===== config.mk =====
export PLATFORM = sky130hd
export DESIGN_NAME = tmr_ccp
export DESIGN_NICKNAME = d
export VERILOG_FILES = /design/src/rtl/tmr_ccp_pkg.sv /design/src/rtl/tmr_ccp_decode.sv /design/src/rtl/tmr_ccp_edge.sv /design/src/rtl/tmr_ccp_pinout.sv /design/src/rtl/tmr_ccp_core.sv /design/src/rtl/tmr_ccp.sv
export SDC_FILE = /design/constraint.sdc
export NUM_CORES = 1
export LEC_CHECK = 0
export BUFFER_PORTS_ARGS = -buffer_cell sky130_fd_sc_hd__buf_2
export CAP_MARGIN = 20
export CORE_ASPECT_RATIO = 0.8
export CORE_MARGIN = 2
export CORE_UTILIZATION = 50
export CTS_CLUSTER_DIAMETER = 100
export CTS_CLUSTER_SIZE = 10
export DETAILED_ROUTE_END_ITERATION = 7
export PLACE_DENSITY_LB_ADDON = 0.15
export SYNTH_ARGS = -nofsm -noshare
export SYNTH_HDL_FRONTEND = slang
export SYNTH_SLANG_ARGS = --single-unit

===== constraint.sdc =====
create_clock -name clk -period 4.5 [get_ports clk]
set_clock_uncertainty 0.2 [all_clocks]
set_input_delay 0.9 -clock clk [delete_from_list [all_inputs] [get_ports clk]]
set_output_delay 0.9 -clock clk [all_outputs]
set_load 0.05 [all_outputs]

===== src/rtl/tmr_ccp_pkg.sv =====
package tmr_ccp_pkg;

   typedef enum logic [1:0] {
      ACT_HOLD   = 2'd0,
      ACT_LOW    = 2'd1,
      ACT_HIGH   = 2'd2,
      ACT_INVERT = 2'd3
   } cmp_act_e;

   typedef struct packed {
      logic     cap_en;
      logic     src_nbr;
      logic     cap_rise;
      logic     cap_fall;
      logic     drive_en;
      logic     start_lvl;
      cmp_act_e act;
   } mode_dec_t;

endpackage


===== src/rtl/tmr_ccp_decode.sv =====
module tmr_ccp_decode
   import tmr_ccp_pkg::*;
(
   input  logic [3:0] mode,
   output mode_dec_t  dec
);
   always_comb begin
      dec = '0;
      dec.act = ACT_HOLD;
      if (mode[3]) begin
         dec.cap_en = 1'b1;
         if (mode[2]) begin
            dec.src_nbr = 1'b1;
         end else if (mode[1]) begin
            dec.cap_rise = 1'b1;
            dec.cap_fall = 1'b1;
         end else if (mode[0]) begin
            dec.cap_fall = 1'b1;
         end else begin
            dec.cap_rise = 1'b1;
         end
      end else begin
         dec.start_lvl = mode[2];
         dec.drive_en  = (mode[1:0] != 2'b00);
         dec.act       = cmp_act_e'(mode[1:0]);
      end
   end
endmodule


===== src/rtl/tmr_ccp_edge.sv =====
module tmr_ccp_edge #(
   parameter int SYNC_STAGES = 2
) (
   input  logic clk,
   input  logic rst_n,
   input  logic pin_in,
   output logic rise,
   output logic fall
);
   logic [SYNC_STAGES-1:0] sync_q;
   logic                   last_q;

   genvar gi;
   generate
      for (gi = 0; gi < SYNC_STAGES; gi++) begin : g_sync
         if (gi == 0) begin : g_first
            always_ff @(posedge clk or negedge rst_n) begin
               if (!rst_n) sync_q[gi] <= 1'b0;
               else        sync_q[gi] <= pin_in;
            end
         end else begin : g_next
            always_ff @(posedge clk or negedge rst_n) begin
               if (!rst_n) sync_q[gi] <= 1'b0;
               else        sync_q[gi] <= sync_q[gi-1];
            end
         end
      end
   endgenerate

   always_ff @(posedge clk or negedge rst_n) begin
      if (!rst_n) last_q <= 1'b0;
      else        last_q <= sync_q[SYNC_STAGES-1];
   end

   assign rise = sync_q[SYNC_STAGES-1] & ~last_q;
   assign fall = ~sync_q[SYNC_STAGES-1] & last_q;
endmodule


===== src/rtl/tmr_ccp_pinout.sv =====
module tmr_ccp_pinout
   import tmr_ccp_pkg::*;
(
   input  logic     clk,
   input  logic     rst_n,
   input  logic     load_start,
   input  logic     start_lvl,
   input  logic     match,
   input  cmp_act_e act,
   output logic     pin_q
);
   always_ff @(posedge clk or negedge rst_n) begin
      if (!rst_n) begin
         pin_q <= 1'b0;
      end else if (load_start) begin
         pin_q <= start_lvl;
      end else if (match) begin
         case (act)
            ACT_LOW:    pin_q <= 1'b0;
            ACT_HIGH:   pin_q <= 1'b1;
            ACT_INVERT: pin_q <= ~pin_q;
            default:    pin_q <= pin_q;
         endcase
      end
   end
endmodule


===== src/rtl/tmr_ccp_core.sv =====
module tmr_ccp_core #(
   parameter int CNT_W = 16
) (
   input  logic             clk,
   input  logic             rst_n,
   input  logic             cap_evt,
   input  logic             match,
   input  logic [CNT_W-1:0] cnt_val,
   input  logic             reg_wr,
   input  logic [CNT_W-1:0] reg_wdata,
   input  logic             flag_clr,
   output logic [CNT_W-1:0] reg_q,
   output logic             flag_q
);
   always_ff @(posedge clk or negedge rst_n) begin
      if (!rst_n)       reg_q <= '1;
      else if (cap_evt) reg_q <= cnt_val;
      else if (reg_wr)  reg_q <= reg_wdata;
   end

   always_ff @(posedge clk or negedge rst_n) begin
      if (!rst_n)                flag_q <= 1'b0;
      else if (cap_evt || match) flag_q <= 1'b1;
      else if (flag_clr)         flag_q <= 1'b0;
   end
endmodule


===== src/rtl/tmr_ccp.sv =====
module tmr_ccp
   import tmr_ccp_pkg::*;
#(
   parameter int CNT_W       = 16,
   parameter int PSC_W       = 3,
   parameter int SYNC_STAGES = 2
) (
   input  logic             clk,
   input  logic             rst_n,
   input  logic [CNT_W-1:0] cnt_val,
   input  logic             cnt_tick,
   input  logic             nbr_cnt_evt,
   input  logic [PSC_W-1:0] nbr_psc,
   input  logic             buf_mode,
   input  logic             cfg_wr,
   input  logic [3:0]       cfg_mode,
   input  logic             reg_wr,
   input  logic [CNT_W-1:0] reg_wdata,
   input  logic             flag_clr,
   input  logic             irq_en,
   input  logic             pin_in,
   output logic             pin_out,
   output logic             pin_oe,
   output logic [CNT_W-1:0] reg_q,
   output logic             evt_flag,
   output logic             irq
);
   generate
      if (CNT_W < 2 || CNT_W > 32) begin : g_bad_cnt_w
         $error("tmr_ccp: CNT_W must lie in 2..32");
      end
      if (PSC_W < 1) begin : g_bad_psc_w
         $error("tmr_ccp: PSC_W must be at least 1");
      end
      if (SYNC_STAGES < 2) begin : g_bad_sync
         $error("tmr_ccp: SYNC_STAGES must be at least 2");
      end
   endgenerate

   logic [3:0] mode_q;
   mode_dec_t  dec_cur;
   mode_dec_t  dec_new;
   logic       pin_rise;
   logic       pin_fall;
   logic       pin_trig;
   logic       nbr_trig;
   logic       cap_evt;
   logic       match;
   logic       load_start;

   always_ff @(posedge clk or negedge rst_n) begin
      if (!rst_n)      mode_q <= 4'b0000;
      else if (cfg_wr) mode_q <= cfg_mode;
   end

   tmr_ccp_decode u_dec_cur (.mode(mode_q),   .dec(dec_cur));
   tmr_ccp_decode u_dec_new (.mode(cfg_mode), .dec(dec_new));

   tmr_ccp_edge #(.SYNC_STAGES(SYNC_STAGES)) u_edge (
      .clk    (clk),
      .rst_n  (rst_n),
      .pin_in (pin_in),
      .rise   (pin_rise),
      .fall   (pin_fall)
   );

   assign pin_trig   = (dec_cur.cap_rise & pin_rise) | (dec_cur.cap_fall & pin_fall);
   assign nbr_trig   = nbr_cnt_evt & (nbr_psc != '0);
   assign cap_evt    = ~buf_mode & dec_cur.cap_en & (dec_cur.src_nbr ? nbr_trig : pin_trig);
   assign match      = ~buf_mode & ~dec_cur.cap_en & cnt_tick & (cnt_val == reg_q);
   assign load_start = cfg_wr & ~dec_new.cap_en;

   tmr_ccp_pinout u_pinout (
      .clk        (clk),
      .rst_n      (rst_n),
      .load_start (load_start),
      .start_lvl  (dec_new.start_lvl),
      .match      (match),
      .act        (dec_cur.act),
      .pin_q      (pin_out)
   );

   tmr_ccp_core #(.CNT_W(CNT_W)) u_core (
      .clk       (clk),
      .rst_n     (rst_n),
      .cap_evt   (cap_evt),
      .match     (match),
      .cnt_val   (cnt_val),
      .reg_wr    (reg_wr),
      .reg_wdata (reg_wdata),
      .flag_clr  (flag_clr),
      .reg_q     (reg_q),
      .flag_q    (evt_flag)
   );

   assign pin_oe = dec_cur.drive_en;
   assign irq    = evt_flag & irq_en;
endmodule


==> results of run 1 <==
[how the worst min path moves through the flow]
stage | to | slack (ns) | cells after the start | start
6_report | u_edge.sync_q[1]$_DFF_PN0_ | 0.17 | 0 | u_edge.sync_q[0]$_DFF_PN0_
3_3_place_gp | u_edge.sync_q[1]$_DFF_PN0_ | 0.13 | 0 | u_edge.sync_q[0]$_DFF_PN0_
4_1_cts | u_edge.sync_q[1]$_DFF_PN0_ | 0.17 | 0 | u_edge.sync_q[0]$_DFF_PN0_
5_1_grt | u_edge.sync_q[1]$_DFF_PN0_ | 0.19 | 0 | u_edge.sync_q[0]$_DFF_PN0_
2_1_floorplan | u_edge.sync_q[1]$_DFF_PN0_ | 0.13 | 0 | u_edge.sync_q[0]$_DFF_PN0_
3_5_place_dp | u_edge.sync_q[1]$_DFF_PN0_ | 0.14 | 0 | u_edge.sync_q[0]$_DFF_PN0_
[state kept, by name (all words and copies together), names as in the netlist]
signal and count:
u_core.reg_q 16, mode_q 4, u_edge.sync_q 2, u_core.flag_q 1, u_edge.last_q 1, u_pinout.pin_q 1
[synth_stat cells (all sizes together)]
cell | count | area share
nand2 | 18 | 0.063
nor3 | 2 | 0.010
nand4 | 3 | 0.013
o211ai | 1 | 0.0086
xor2 | 2 | 0.012
mux2 | 2 | 0.015
mux2i | 16 | 0.11
o21ai | 18 | 0.098
or3 | 1 | 0.0043
a211oi | 1 | 0.0051
dfrtp | 9 | 0.15
a2111oi | 1 | 0.010
xnor2 | 16 | 0.096
and2b | 1 | 0.0068
and2 | 1 | 0.0043
dfstp | 16 | 0.29
buf | 5 | 0.030
nand3 | 2 | 0.0068
nor4 | 1 | 0.0043
or2 | 1 | 0.0043
nor2b | 1 | 0.0043
inv | 3 | 0.0077
nor2 | 4 | 0.010
a21oi | 3 | 0.018
a211o | 1 | 0.0060
nand2b | 1 | 0.0043
o311ai | 1 | 0.0060
[final cells by class]
class	count	area (um^2)	share of cell area
multi-input combinational	98	760.7	0.4105
sequential	25	645.6	0.3484
timing repair buffer	69	360.3	0.1945
tap	38	47.55	0.02566
clock buffer	3	22.52	0.01215
inverter	3	11.26	0.006077
clock inverter	1	5.005	0.002701
[stage by stage]
step                setup slack, ns  std cells
global route                  2.062        237
global placement              1.920        232
finish                        2.086        237
floorplan                     2.093        131
detailed placement            1.850        232
CTS                           2.085        236
[logic make-up (layout without fill, tap and decap cells)]
family | after synthesis | in the layout
simple gates | 36 | 36
compound gates | 26 | 26
flops | 25 | 25
xor+xnor | 18 | 18
mux | 18 | 18
buf+inv | 8 | 76
[per-layer routing]
metal	routed length, um	track usage	share of wire	vias to the layer above
li1	-	-	-	589
met1	1366	0.2462	0.42	587
met2	1624	0.3837	0.50	44
met3	256	0.06667	0.078	2
met4	26	0.06383	0.0079	0
met5	0	0	0	-
[worst max-delay path, delay by kind of cell]
kind,cells,cell delay (ns)
buffers and inverters,2,0.32
AND/OR/NAND/NOR,1,0.10
[power by group]
group | internal, mW | switching (mW)
Sequential | 0.273 | 0.0291
Clock | 0.0333 | 0.0663
Combinational | 0.0898 | 0.175
Total | 0.396 | 0.271
==> metrics.csv, run 1 <==
stage;metric;value;unit
drt;number of remaining DRC errors;0;
clock_tree;latest clock arrival within the worst-skew pair;0.31;ns
worst_setup_path;max incr delay on CP;0.25;ns
logic_synthesis;largest family of logic cells by synthesized area;compound AO/OA/AOI/OAI gates;
floorplan;Die H;52.36;um
layout;final core area utilization;0.6701;
drt;router iterations before antenna repair;4;
logic_synthesis;Post-Synth Adder-Cell Area;0;
drt;post-detailed-route wirelength per cell;13.81;um
worst_setup_path;RR Startpoint;u_core.reg_q[7]$_DFFE_PN1P_;
layout;FILL cells;228;
worst_setup_path;kind of critical path;primary input to output port;
worst_setup_path;Critical Path End;irq;
logic_synthesis;synth warn;0;
logic_synthesis;Compound-Gate Fraction of Synth Area;0.1515;
clock_tree;clock buffer depth;2;
sta;minimum clock period;2.414;ns
clock_tree;H-Tree Level Count;1;
status;status;completed;
clock_tree;setup bufs post-CTS;0;
logic_synthesis;Syn Nets;180;
logic_synthesis;Syn Area/Cell;11.16;um^2
logic_synthesis;Post-Synthesis Cells;131;
sta;FMAX;414.2;MHz
floorplan;IO Pins;69;
global_route;vias in the first global route;1216;
worst_setup_path;CP Cell Sequence;buf_2 > and2_1 > buf_2;
floorplan;core area;0.002765;mm^2
layout;most common cell after layout, fill and taps aside;buf_2;
worst_setup_path;Worst R2R Path Depth;5;
worst_setup_path;crit start category;primary input;
sta;Fin Setup TNS;0;ns
logic_synthesis;post-synthesis mux area share;0.1250;
worst_setup_path;required time worst endpoint;3.40;ns
power;pwr/cell area;359.8;mW/mm^2
power;Max VDD drop;0.2320;mV
global_route;largest net degree at the start of global routing;34;
sta;Slew headroom;0.6305;
global_route;grt ovf;0;
layout;Antenna Cells;0;
logic_synthesis;Netlist Area Pre-Place;0.001461;mm^2
worst_setup_path;Reg-to-Reg End;u_pinout.pin_q$_DFFE_PN0P_;
min_path;worst min-delay path class;flip-flop to flip-flop;
worst_setup_path;CP arrival;1.31;ns
global_route;first-pass GRT wire length;5437;um
sta;max-slew violations;0;
global_route;Total Routing Usage GR;0.2132;
floorplan;# rows;17;
clock_tree;PostCTS Resize Cnt;0;
worst_setup_path;Worst setup EP type;output port;
power;Leakage Power;0.8456;nW
floorplan;initial core utilization;0.5285;
drt;wirelength, routed;3274;um
job;max_cap viols;0;
worst_setup_path;most frequent cell on the critical path;buf_2;
global_route;initial antenna violation count;0;
placed_design;PortBufs;68;
placed_design;hpwl dp;2547;um
layout;Area Overhead vs Synth;26.80;%
sta;Final setup viols;0;
sta;final period utilization;0.5365;
sta;Final Hold Viols;0;
logic_synthesis;Distinct cells, synth;33;
logic_synthesis;Simple-Gate Fraction of Synth Area;0.1361;
drt;final antenna-violating net count;0;
worst_setup_path;CP max stage cell;buf_2;
worst_setup_path;setup slack, reg-to-reg;2.64;ns
sta;setup repair after global routing missed its margin;false;
drt;Via Count;1222;
clock_tree;CTS tree;yes;
logic_synthesis;number of synthesized register bits;25;
clock_tree;root buffer cell;clkbuf_4;
worst_setup_path;crit path max fanout;1;
clock_tree;CTS buffer count;3;
drt;drt via density;5.156;
clock_tree;CTS clock-pin slew for the worst setup and hold paths;0.13;ns
worst_setup_path;CP Launch Point;irq_en;
clock_tree;hold_buf cts;0;
power;total power;666.8;uW
placed_design;placed inst area;0.001805;mm^2
placed_design;gp weighted congestion;0.7752;
drt;DRT iter0 DRCs;18;
layout;post-route cell area;0.001853;mm^2
sta;hold_ws;0.1661;ns
logic_synthesis;sequential-to-total area share from yosys stat;0.4418;
clock_tree;clock sink count;25;
floorplan;chip width;64.45;um
sta;Worst Tran Pin Value;0.5543;ns
logic_synthesis;xor/xnor cell area share of the yosys netlist;0.1079;
layout;ratio of cells with drive above 1 in the final layout;0.6030;
floorplan;die area;0.003374;mm^2
layout;Final nets;249;
layout;commonest cells after routing, fill and taps aside;buf_2, mux2i_1, xnor2_1, dfstp_2, o21ai_2;
No activity file was read; power rests on OpenSTA's default activity.
==> inputs of run 2 (changes only) <==
--- a/config.mk
+++ b/config.mk
@@ -9,7 +9,7 @@
 export CAP_MARGIN = 20
 export CORE_ASPECT_RATIO = 0.8
 export CORE_MARGIN = 2
-export CORE_UTILIZATION = 50
+export CORE_UTILIZATION = 46
 export CTS_CLUSTER_DIAMETER = 100
 export CTS_CLUSTER_SIZE = 10
 export DETAILED_ROUTE_END_ITERATION = 7
==> constraint.sdc (replaced) <==
create_clock -name clk -period 2.4 [get_ports clk]
set_clock_uncertainty 0.2 [all_clocks]
set_input_delay 0.48 -clock clk [delete_from_list [all_inputs] [get_ports clk]]
set_output_delay 0.48 -clock clk [all_outputs]
set_load 0.05 [all_outputs]
==> run 2 against run 1 <==
  * The flow now finishes with violations (negative hold slack)
  * Sequential share of layout area is 0.37 points lower
  * Combinational power is 86% higher
  * Clock power is 150% higher
  * Wire length is 5.4% lower
  * Die area is 8.1% higher
  * Largest power group unchanged
  * Critical path type is now flip-flop to flip-flop
  * Global-route usage is 2.6 points lower
  * Worst setup slack worse by 1.5 ns
  * Power is 96% higher
  * Critical path depth is 3 higher
  * Highest routed layer unchanged
  * Cell count is 0.84% higher
  * Flip-flop and latch count stayed put
==> metrics.csv, run 2 (same netlist as run 1, synthesis figures left out) <==
stage;metric;value;unit;change
sta;Slew headroom;0.6361;;was 0.6305
power;Max VDD drop;0.3864;mV;was 0.2320 mV
sta;hold_ws;-0.01464;ns;was 0.1661 ns
worst_setup_path;CP arrival;1.86;ns;was 1.31 ns
drt;number of remaining DRC errors;0;;unchanged
global_route;grt ovf;0;;unchanged
layout;commonest cells after routing, fill and taps aside;buf_2, mux2i_1, xnor2_1, dfstp_2, o21ai_2;;unchanged
drt;wirelength, routed;3098;um;was 3274 um
worst_setup_path;CP max stage cell;a21oi_4;;was buf_2
clock_tree;latest clock arrival within the worst-skew pair;0.27;ns;was 0.31 ns
sta;FMAX;538.7;MHz;
power;sequential cell fraction of total power;0.434;;was 0.453
floorplan;# rows;18;;was 17
global_route;initial antenna violation count;0;;unchanged
worst_setup_path;required time worst endpoint;2.40;ns;was 3.40 ns
layout;flip-flop count of the largest register after layout;16;;unchanged
global_route;vias in the first global route;1071;;was 1216
layout;Antenna Cells;0;;unchanged
clock_tree;PostCTS Resize Cnt;0;;unchanged
clock_tree;clock sink count;25;;unchanged
worst_setup_path;kind of critical path;flip-flop to flip-flop;;was primary input to output port
drt;DR top layer;met4;;unchanged
power;Internal;799.4;uW;was 396.3 uW
sta;Final Worst Setup Slack;0.5437;ns;was 2.086 ns
sta;Fin Setup TNS;0;ns;unchanged
drt;post-detailed-route wirelength per cell;12.96;um;was 13.81 um
clock_tree;clock buffer depth;2;;unchanged
power;combinational fraction of design power;0.378;;was 0.397
worst_setup_path;max incr delay on CP;0.47;ns;was 0.25 ns
sta;minimum clock period;1.856;ns;
global_route;largest net degree at the start of global routing;26;;was 34
sta;setup repair after global routing missed its margin;false;;unchanged
worst_setup_path;crit start category;flip-flop;;was primary input
power;Leakage Power;0.8506;nW;was 0.8456 nW
sta;Worst Tran Pin Value;0.5458;ns;was 0.5543 ns
sta;final period utilization;0.7735;;
floorplan;initial core utilization;0.4771;;was 0.5285
layout;Regs by FF count;u_core.reg_q: 16 flops, mode_q: 4 flops, u_edge.sync_q: 2 flops;;unchanged
power;Clock Power Share;0.188;;was 0.149
drt;WL met2;1481;um;was 1624 um
layout;Final nets;249;;unchanged
drt;drt via density;4.887;;was 5.156
floorplan;core area;0.003063;mm^2;was 0.002765 mm^2
floorplan;IO Pins;69;;unchanged
floorplan;die area;0.003647;mm^2;was 0.003374 mm^2
drt;final antenna-violating net count;0;;unchanged
clock_tree;H-Tree Level Count;1;;unchanged
global_route;first-pass GRT wire length;4933;um;was 5437 um
clock_tree;CTS clock-pin slew for the worst setup and hold paths;0.08;ns;was 0.13 ns
status;failing checks;negative hold slack;;
power;pwr/cell area;696.5;mW/mm^2;was 359.8 mW/mm^2
clock_tree;hold_buf cts;0;;unchanged
sta;max-slew violations;0;;unchanged
placed_design;gp weighted congestion;0.8129;;was 0.7752
status;status;complete, but fails checks;;was completed
power;net switching share of the total power;0.3872;;was 0.4057
floorplan;chip width;67.02;um;was 64.45 um
power;switching power;505.2;uW;was 270.5 uW
clock_tree;CTS tree;yes;;unchanged
clock_tree;root buffer cell;clkbuf_8;;was clkbuf_4
sta;Final Hold Viols;4;;was 0
layout;ratio of cells with drive above 1 in the final layout;0.5980;;was 0.6030
min_path;worst min-delay path class;primary input to async pin;;was flip-flop to flip-flop
drt;router iterations before antenna repair;4;;unchanged
worst_setup_path;Worst setup EP type;flip-flop;;was output port
floorplan;Die H;54.42;um;was 52.36 um
layout;Area Overhead vs Synth;28.17;%;was 26.80%
drt;M1 WL;1407;um;was 1366 um
sta;Final setup viols;0;;unchanged
placed_design;hpwl dp;2504;um;was 2547 um
clock_tree;CTS buffer count;3;;unchanged
worst_setup_path;crit path max fanout;18;;was 1
layout;Most flops, register;u_core.reg_q;;unchanged
drt;Via Count;1168;;was 1222
job;max_cap viols;0;;unchanged
placed_design;pre-CTS WS;0.4291;ns;was 1.850 ns
global_route;Total Routing Usage GR;0.1871;;was 0.2132
clock_tree;setup bufs post-CTS;0;;unchanged
layout;most common cell after layout, fill and taps aside;buf_2;;unchanged
worst_setup_path;CP Cell Sequence;xor2_1 > o211ai_2 > a21oi_4 > buf_12 > nand2_2 > o21ai_2;;was buf_2 > and2_1 > buf_2
placed_design;PortBufs;68;;unchanged
drt;DRT iter0 DRCs;20;;was 18
drt;met3 routed WL;185;um;was 256 um
[run 2: cell count changes in the layout (fill, tap and decap cells not counted), sizes merged]
cell / delta
clkinv: -1
clkbuf: +1
[run 2: final timing paths]
check                                            from                           to  slack, ns  cells after the start
setup reg to reg                mode_q[0]$_DFFE_PN0P_  u_core.reg_q[9]$_DFFE_PN1P_       0.54                      6
setup / recovery                mode_q[0]$_DFFE_PN0P_  u_core.reg_q[9]$_DFFE_PN1P_       0.54                      6
hold / removal                                  rst_n        mode_q[1]$_DFFE_PN0P_      -0.01                      1
min in group clk                               pin_in   u_edge.sync_q[0]$_DFF_PN0_       0.12                      1
hold reg to reg            u_edge.sync_q[0]$_DFF_PN0_   u_edge.sync_q[1]$_DFF_PN0_       0.15                      0
max in group asynchronous                       rst_n  u_core.reg_q[3]$_DFFE_PN1P_       1.63                      1
[run 2: cell type report]
cell class | instances | area, um^2
repair buffers | 69 | 360.3
flip-flops and latches | 25 | 645.6
fillers | 288 | 1190
inverters | 3 | 11.26
multi-input cells | 98 | 760.7
well taps | 40 | 50.05
clock buffers | 4 | 45.04
[run 2: layer usage]
layer	GRT usage	vias up
li1	-	597
met1	0.2442	530
met2	0.3135	37
met3	0.04527	4
met4	0.05102	0
met5	0	-
[run 2: power by group through the flow]
stage	Clock [mW]	Combinational (mW)	Sequential, mW
after floorplan	0	0.190	0.745
after global placement	0	0.492	0.569
after detailed placement	0	0.499	0.574
after CTS	0.260	0.499	0.567
after global routing	0.277	0.527	0.578
final	0.245	0.493	0.566
[run 2: critical path, delay by kind of cell, from the launching register on]
kind	cells	cell delay [ns]
and+or+nand+nor	1	0.08
AOI/OAI and AO/OA	3	0.64
buffers and inverters	1	0.24
DFF	1	0.43
xor gates and xnor gates	1	0.20
[run 2: metrics by stage]
stage	cells	power, mW	area [um^2]	util
finish	239	1.305	1873	0.6115
global route	239	1.382	1873	0.6115
CTS	239	1.326	1873	0.6115
detailed placement	235	1.072	1828	0.5968
global placement	235	1.061	1828	0.5968
floorplan	131	0.9357	1461	-
